--- src/rtl/ptw3_pkg.sv ---
package ptw3_pkg;

    localparam int AW    = 32;
    localparam int OFF_W = 12;
    localparam int I1_W  = 8;
    localparam int I2_W  = 6;
    localparam int I3_W  = 6;
    localparam int FRM_W = AW - OFF_W;
    localparam int ENT_B = 4;

    typedef enum logic [2:0] {
        ST_IDLE,
        ST_CTX,
        ST_TOP,
        ST_MID,
        ST_LEAF,
        ST_DONE,
        ST_FAULT
    } walk_st_e;

    typedef struct packed {
        logic [I1_W-1:0]  i1;
        logic [I2_W-1:0]  i2;
        logic [I3_W-1:0]  i3;
        logic [OFF_W-1:0] off;
    } vaddr_t;

    typedef struct packed {
        logic [FRM_W-1:0]   frame;
        logic [OFF_W-5:0]   rsvd;
        logic [2:0]         perm;
        logic               valid;
    } leaf_t;

    function automatic logic ent_ok(input logic [AW-1:0] e);
        return e[0];
    endfunction

    function automatic logic [AW-1:0] ent_base(input logic [AW-1:0] e);
        return {e[AW-1:2], 2'b00};
    endfunction

    function automatic logic [AW-1:0] slot_addr(input logic [AW-1:0] base,
                                                 input logic [AW-1:0] idx);
        return base + (idx * ENT_B);
    endfunction

    function automatic logic is_read_st(input walk_st_e s);
        return (s == ST_CTX) || (s == ST_TOP) || (s == ST_MID) || (s == ST_LEAF);
    endfunction

    function automatic logic [1:0] st_level(input walk_st_e s);
        case (s)
            ST_TOP:  return 2'd1;
            ST_MID:  return 2'd2;
            ST_LEAF: return 2'd3;
            default: return 2'd0;
        endcase
    endfunction

endpackage

--- src/rtl/ptw3_addr_gen.sv ---
module ptw3_addr_gen
    import ptw3_pkg::*;
#(
    parameter int          CTX_W    = 12,
    parameter logic [31:0] CTX_BASE = 32'h0001_0000
) (
    input  walk_st_e           state,
    input  vaddr_t             va,
    input  logic [CTX_W-1:0]   ctx,
    input  logic [AW-1:0]      tbl_base,
    output logic [AW-1:0]      addr
);

    logic [AW-1:0] base_sel;
    logic [AW-1:0] idx_sel;

    always_comb begin
        base_sel = tbl_base;
        idx_sel  = '0;
        case (state)
            ST_CTX: begin
                base_sel = CTX_BASE;
                idx_sel  = AW'(ctx);
            end
            ST_TOP:  idx_sel = AW'(va.i1);
            ST_MID:  idx_sel = AW'(va.i2);
            ST_LEAF: idx_sel = AW'(va.i3);
            default: begin
                base_sel = '0;
                idx_sel  = '0;
            end
        endcase
        addr = slot_addr(base_sel, idx_sel);
    end

endmodule

--- src/rtl/ptw3_fsm.sv ---
module ptw3_fsm
    import ptw3_pkg::*;
#(
    parameter int CTX_W = 12
) (
    input  logic              clk,
    input  logic              rst,
    input  logic              req_valid,
    input  logic [AW-1:0]     req_vaddr,
    input  logic [CTX_W-1:0]  req_ctx,
    input  logic              rsp_valid,
    input  logic [AW-1:0]     rsp_data,
    output walk_st_e          state,
    output vaddr_t            va,
    output logic [CTX_W-1:0]  ctx,
    output logic [AW-1:0]     tbl_base,
    output logic              rd_issue,
    output logic              leaf_load,
    output logic              fault_load,
    output logic [1:0]        cur_lvl,
    output logic              idle,
    output logic              done_p,
    output logic              fault_p
);

    logic pending;
    logic rsp_take;

    assign rd_issue   = is_read_st(state) && !pending;
    assign rsp_take   = is_read_st(state) && pending && rsp_valid;
    assign leaf_load  = rsp_take && (state == ST_LEAF) && ent_ok(rsp_data);
    assign fault_load = rsp_take && !ent_ok(rsp_data);
    assign cur_lvl    = st_level(state);
    assign idle       = (state == ST_IDLE);
    assign done_p     = (state == ST_DONE);
    assign fault_p    = (state == ST_FAULT);

    always_ff @(posedge clk) begin
        if (rst) begin
            state    <= ST_IDLE;
            pending  <= 1'b0;
            va       <= '0;
            ctx      <= '0;
            tbl_base <= '0;
        end else begin
            case (state)
                ST_IDLE: begin
                    if (req_valid) begin
                        va      <= vaddr_t'(req_vaddr);
                        ctx     <= req_ctx;
                        pending <= 1'b0;
                        state   <= ST_CTX;
                    end
                end
                ST_CTX, ST_TOP, ST_MID, ST_LEAF: begin
                    if (!pending) begin
                        pending <= 1'b1;
                    end else if (rsp_valid) begin
                        pending <= 1'b0;
                        if (!ent_ok(rsp_data)) begin
                            state <= ST_FAULT;
                        end else begin
                            tbl_base <= ent_base(rsp_data);
                            case (state)
                                ST_CTX:  state <= ST_TOP;
                                ST_TOP:  state <= ST_MID;
                                ST_MID:  state <= ST_LEAF;
                                default: state <= ST_DONE;
                            endcase
                        end
                    end
                end
                ST_DONE, ST_FAULT: state <= ST_IDLE;
                default:           state <= ST_IDLE;
            endcase
        end
    end

endmodule

--- src/rtl/ptw3_result.sv ---
module ptw3_result
    import ptw3_pkg::*;
(
    input  logic              clk,
    input  logic              rst,
    input  logic              leaf_load,
    input  logic              fault_load,
    input  logic [1:0]        lvl_in,
    input  logic [AW-1:0]     leaf_word,
    input  logic [OFF_W-1:0]  offset,
    output logic [AW-1:0]     paddr,
    output logic [2:0]        perm,
    output logic [1:0]        fault_lvl
);

    leaf_t leaf;
    assign leaf = leaf_t'(leaf_word);

    always_ff @(posedge clk) begin
        if (rst) begin
            paddr     <= '0;
            perm      <= '0;
            fault_lvl <= '0;
        end else begin
            if (leaf_load) begin
                paddr <= {leaf.frame, offset};
                perm  <= leaf.perm;
            end
            if (fault_load) begin
                fault_lvl <= lvl_in;
            end
        end
    end

endmodule

--- src/rtl/ptw3_walker.sv ---
module ptw3_walker
    import ptw3_pkg::*;
#(
    parameter int          CTX_W    = 12,
    parameter logic [31:0] CTX_BASE = 32'h0001_0000
) (
    input  logic              clk,
    input  logic              rst,
    input  logic              req_valid,
    output logic              req_ready,
    input  logic [31:0]       req_vaddr,
    input  logic [CTX_W-1:0]  req_ctx,
    output logic              mem_req,
    output logic [31:0]       mem_addr,
    input  logic              mem_rvalid,
    input  logic [31:0]       mem_rdata,
    output logic              done,
    output logic              fault,
    output logic [1:0]        fault_lvl,
    output logic [31:0]       paddr,
    output logic [2:0]        perm
);

    walk_st_e          state;
    vaddr_t            va;
    logic [CTX_W-1:0]  ctx;
    logic [AW-1:0]     tbl_base;
    logic              leaf_load;
    logic              fault_load;
    logic [1:0]        cur_lvl;

    ptw3_fsm #(.CTX_W(CTX_W)) u_fsm (
        .clk        (clk),
        .rst        (rst),
        .req_valid  (req_valid),
        .req_vaddr  (req_vaddr),
        .req_ctx    (req_ctx),
        .rsp_valid  (mem_rvalid),
        .rsp_data   (mem_rdata),
        .state      (state),
        .va         (va),
        .ctx        (ctx),
        .tbl_base   (tbl_base),
        .rd_issue   (mem_req),
        .leaf_load  (leaf_load),
        .fault_load (fault_load),
        .cur_lvl    (cur_lvl),
        .idle       (req_ready),
        .done_p     (done),
        .fault_p    (fault)
    );

    ptw3_addr_gen #(.CTX_W(CTX_W), .CTX_BASE(CTX_BASE)) u_addr (
        .state    (state),
        .va       (va),
        .ctx      (ctx),
        .tbl_base (tbl_base),
        .addr     (mem_addr)
    );

    ptw3_result u_res (
        .clk        (clk),
        .rst        (rst),
        .leaf_load  (leaf_load),
        .fault_load (fault_load),
        .lvl_in     (cur_lvl),
        .leaf_word  (mem_rdata),
        .offset     (va.off),
        .paddr      (paddr),
        .perm       (perm),
        .fault_lvl  (fault_lvl)
    );

endmodule

--- config.mk ---
export PLATFORM = sky130hd
export DESIGN_NAME = ptw3_walker
export DESIGN_NICKNAME = d
export VERILOG_FILES = /design/src/rtl/ptw3_pkg.sv /design/src/rtl/ptw3_addr_gen.sv /design/src/rtl/ptw3_fsm.sv /design/src/rtl/ptw3_result.sv /design/src/rtl/ptw3_walker.sv
export SDC_FILE = /design/constraint.sdc
export NUM_CORES = 1
export LEC_CHECK = 0
export BUFFER_PORTS_ARGS = -buffer_cell sky130_fd_sc_hd__buf_4
export CORE_MARGIN = 2
export CORE_UTILIZATION = 40
export DETAILED_ROUTE_END_ITERATION = 12
export SLEW_MARGIN = 10
export SYNTH_ARGS = -nofsm -noshare
export SYNTH_HDL_FRONTEND = slang
export SYNTH_HIERARCHICAL = 1
export SYNTH_SLANG_ARGS = --single-unit
--- constraint.sdc ---
create_clock -name clk -period 6.5 [get_ports clk]
set_input_delay 1.625 -clock clk [delete_from_list [all_inputs] [get_ports clk]]
set_output_delay 1.625 -clock clk [all_outputs]
set_load 0.05 [all_outputs]
==> summary.md <==
| Metric | Value |
|---|---|
| Register Area | around 0.0023 mm^2 |
| Fill cells | between 1000 and 1500 |
| Final Cycle Share | 0.934 |
| DR vias | roughly 5400 |
| Final nets | ~940 |
| Post-DP HPWL | 10900 um |
| Leak Pwr | between 0.003 and 0.004 uW |
| Cts-stage hold buffer count | 0 |
| PwrDens | about 250 mW/mm^2 |
| I/O Pins | ~150 |
| Area growth syn-to-layout | 30.4% |
| TritonCTS clock tree | done |
| Slew HR | 0.214 |
| CTS Buf Count | 17 |
| CP Launch Type | flip-flop |
| Met1 Resource Use GR | 0.267 |
| Max Clock Skew | slightly above 0.006 ns |
| Most frequent cells in the layout | nand2_1, buf_4, dfxtp_1, a21oi_1, nor2_1 |
| Max rail drop VDD | between 0.15 and 0.2 mV |
| CTS resizes | 0 |
| Die width | 124 um |
| Minimum clock period | between 6 and 7 ns |
| Clk slew on worst S/H paths | approximately 0.06 ns |
| Setup TNS | 0 ns |
| Starting Density | 0.412 |
| # diodes | 0 |
| RSZ-0062 raised after global routing | no |
| Post-Place Cells | between 1000 and 1500 |
| Post-synth EDFFs | 0 |
| Proportion of layout cells with a drive suffix above 1 | 0.239 |
| Core ar. | roughly 0.014 mm^2 |
| YS warnings | 6 |
| Gr busiest metal | met2 |
| Yosys reg bits | approximately 120 |
| Syn Area/Cell | around 8 um^2 |
| Number of remaining DRC errors | 0 |
| Post-Syn Area | 0.00574 mm^2 |
| Final non-filler cell total | around 1000 |
| Final Util | 0.537 |
| Via/cell ratio | a little over 5 |
| Worst slew pin tran | about 1.2 ns |
| Commonest non-fill, non-tap cell in the layout | nand2_1 |
| Pin count of the biggest net entering global routing | 116 |
| Die Y-Extent | between 100 and 150 um |
| CTS Buffer Depth | 2 |
| Multi-input gate area | slightly above 0.003 mm^2 |
| Antenna Nets Post-Route | 0 |
| Wire length of the first global-routing pass | approximately 24000 um |
| Wire per inst | around 15 um |
| Crit path capture type | output pin |
| Slew Viols, Final | 0 |
| Req. time, crit path | 4.88 ns |
| Crit-path max FO | 32 |
| Clock Sinks | 115 |
| Global-route track usage on met3 | 0.0522 |
| Worst Path Arrival | approximately 4.5 ns |
| FF-to-FF setup slack | about 4.0 ns |
| Grt ovf | 0 |
| Clk Latency, worst-skew pair | between 0.4 and 0.5 ns |
| Die ar. | around 0.015 mm^2 |
| Vias in the first global route | between 4000 and 5000 |
| Final setup fails | 0 |
| Final Hold Viols | 0 |
| Initial DRC count | ~250 |
| Synth Flop Type | dfxtp_1 |
| Post-CTS Setup Bufs | 0 |
| H-Tree Depth | 4 |
| Type of the worst setup path | reg2out |
| FF-to-FF Start | u_fsm/state[1]$_SDFFE_PP0P_ |
| GR Layer Usage met2 | 0.325 |
| Number of port buffers | 150 |
| Routed Wire Length | ~15000 um |
| All-layer global routing usage | 0.205 |
| Synth Instances | between 700 and 800 |
| Max Cap Viol | 0 |
| Hold Crit Class | reg2reg |
| Sequential fraction of the synthesis area | 0.401 |
| Run status | completed |
| DRT Pass-1 Iters | 5 |
| Root buffer cell | clkbuf_16 |
| Initial antenna violation count | 0 |
| Final GP Congestion | roughly 0.86 |
| Asr flop ratio synth | 0 |
| Worst Setup SP | u_fsm/state[2]$_SDFFE_PP0P_ |
| Worst hold start | u_fsm/tbl_base[11]$_SDFFE_PP0P_ |
| Count of cell types in the netlist | 58 |
| Row count | 43 |
| Tot Pwr | about 1900 uW |
| Fmax | between 150 and 200 MHz |
[sequential cells by signal, indices dropped and copies added, names as in the netlist]
signal	cells
u_fsm/state	3
u_fsm/tbl_base	30
u_res/paddr	32
u_res/perm	3
u_res/fault_lvl	2
u_fsm/va	32
u_fsm/ctx	12
u_fsm/pending	1
[power by group]
part,switching [uW],total (uW),internal (uW)
registers,17.3,746,729
logic,109,184,74.3
clock network,345,950,605
[cells by family (layout without fill, tap and decap cells)]
kind of cell,count (synthesis),after routing,share of synthesized area
muxes,50,50,0.0872
other,1,2,0.000653
buffers and inverters,60,204,0.0604
adders and majority gates,14,14,0.0314
DFF,115,115,0.401
xor gates and xnor gates,10,10,0.0153
and+or+nand+nor,313,313,0.245
AOI/OAI and AO/OA,153,153,0.159
[routing by layer]
metal  part of all wire  vias up
met5                  0        -
met1               0.47     2504
met3              0.064       15
met2               0.46      134
li1                   -     2704
met4              0.011        0
[metrics by stage]
| stage | worst slack, ns | area, um^2 | hold slack (ns) |
|---|---|---|---|
| after global routing | 0.105 | 7480 | 0.472 |
| after floorplan | 0.914 | 5740 | 0.432 |
| final | 0.429 | 7480 | 0.447 |
| after CTS | 0.418 | 7480 | 0.453 |
| after global placement | 1.01 | 6870 | 0.437 |
| after detailed placement | 0.877 | 6870 | 0.444 |
[final cells by class]
cell class | count | share of cell area
multi-input cells | 542 | 0.414
flip-flops and latches | 115 | 0.308
clock buffers | 17 | 0.0568
inverters | 12 | 0.00602
repair buffers | 160 | 0.161
well taps | 180 | 0.0301
clock inverters | 15 | 0.0247
[critical path, stage by stage, from the launching register on]
cell and delay, ns:
dfxtp_1 0.63, nor3b_2 0.32, nand2b_1 0.15, buf_4 0.30, nand2_1 0.14, fa_1 0.45
nor2b_1 0.17, o31ai_1 0.11, a32oi_1 0.39, a311oi_2 0.26, buf_4 0.24, or4b_1 0.50
a21oi_1 0.15, buf_4 0.21
[Yosys cell counts, types with 4 or more instances]
| cell type | count | area (um^2) |
|---|---|---|
| mux2i_1 | 50 | 500 |
| xnor2_1 | 6 | 52.6 |
| inv_1 | 11 | 41.3 |
| o21ai_0 | 10 | 50.1 |
| buf_2 | 9 | 45.0 |
| a21oi_1 | 94 | 470 |
| a21o_1 | 4 | 30.0 |
| dfxtp_1 | 115 | 2300 |
| and2_1 | 20 | 125 |
| nor2_1 | 59 | 221 |
| xor2_1 | 4 | 35.0 |
| nor2b_1 | 7 | 43.8 |
| nand3_1 | 9 | 45.0 |
| ha_1 | 12 | 150 |
| a21oi_2 | 6 | 52.6 |
| o22ai_1 | 5 | 31.3 |
| and3_1 | 6 | 37.5 |
| nor3_1 | 5 | 25.0 |
| clkbuf_1 | 24 | 90.1 |
| a22oi_1 | 7 | 52.6 |
| nand4_1 | 8 | 50.1 |
| buf_6 | 7 | 78.8 |
| o31ai_1 | 8 | 60.1 |
| nand2b_1 | 10 | 62.6 |
| or4_1 | 6 | 45.0 |
| nand2_1 | 172 | 646 |
[path summary, 6_finish.rpt]
path                            depth (start not counted)                               to
worst min register to register                          2  u_fsm/tbl_base[11]$_SDFFE_PP0P_
worst max register to register                          8      u_res/paddr[9]$_SDFFE_PP0P_
worst min-delay path                                    2  u_fsm/tbl_base[11]$_SDFFE_PP0P_
worst max-delay path                                   13                     mem_addr[24]
(Power assumes the default switching activity.)
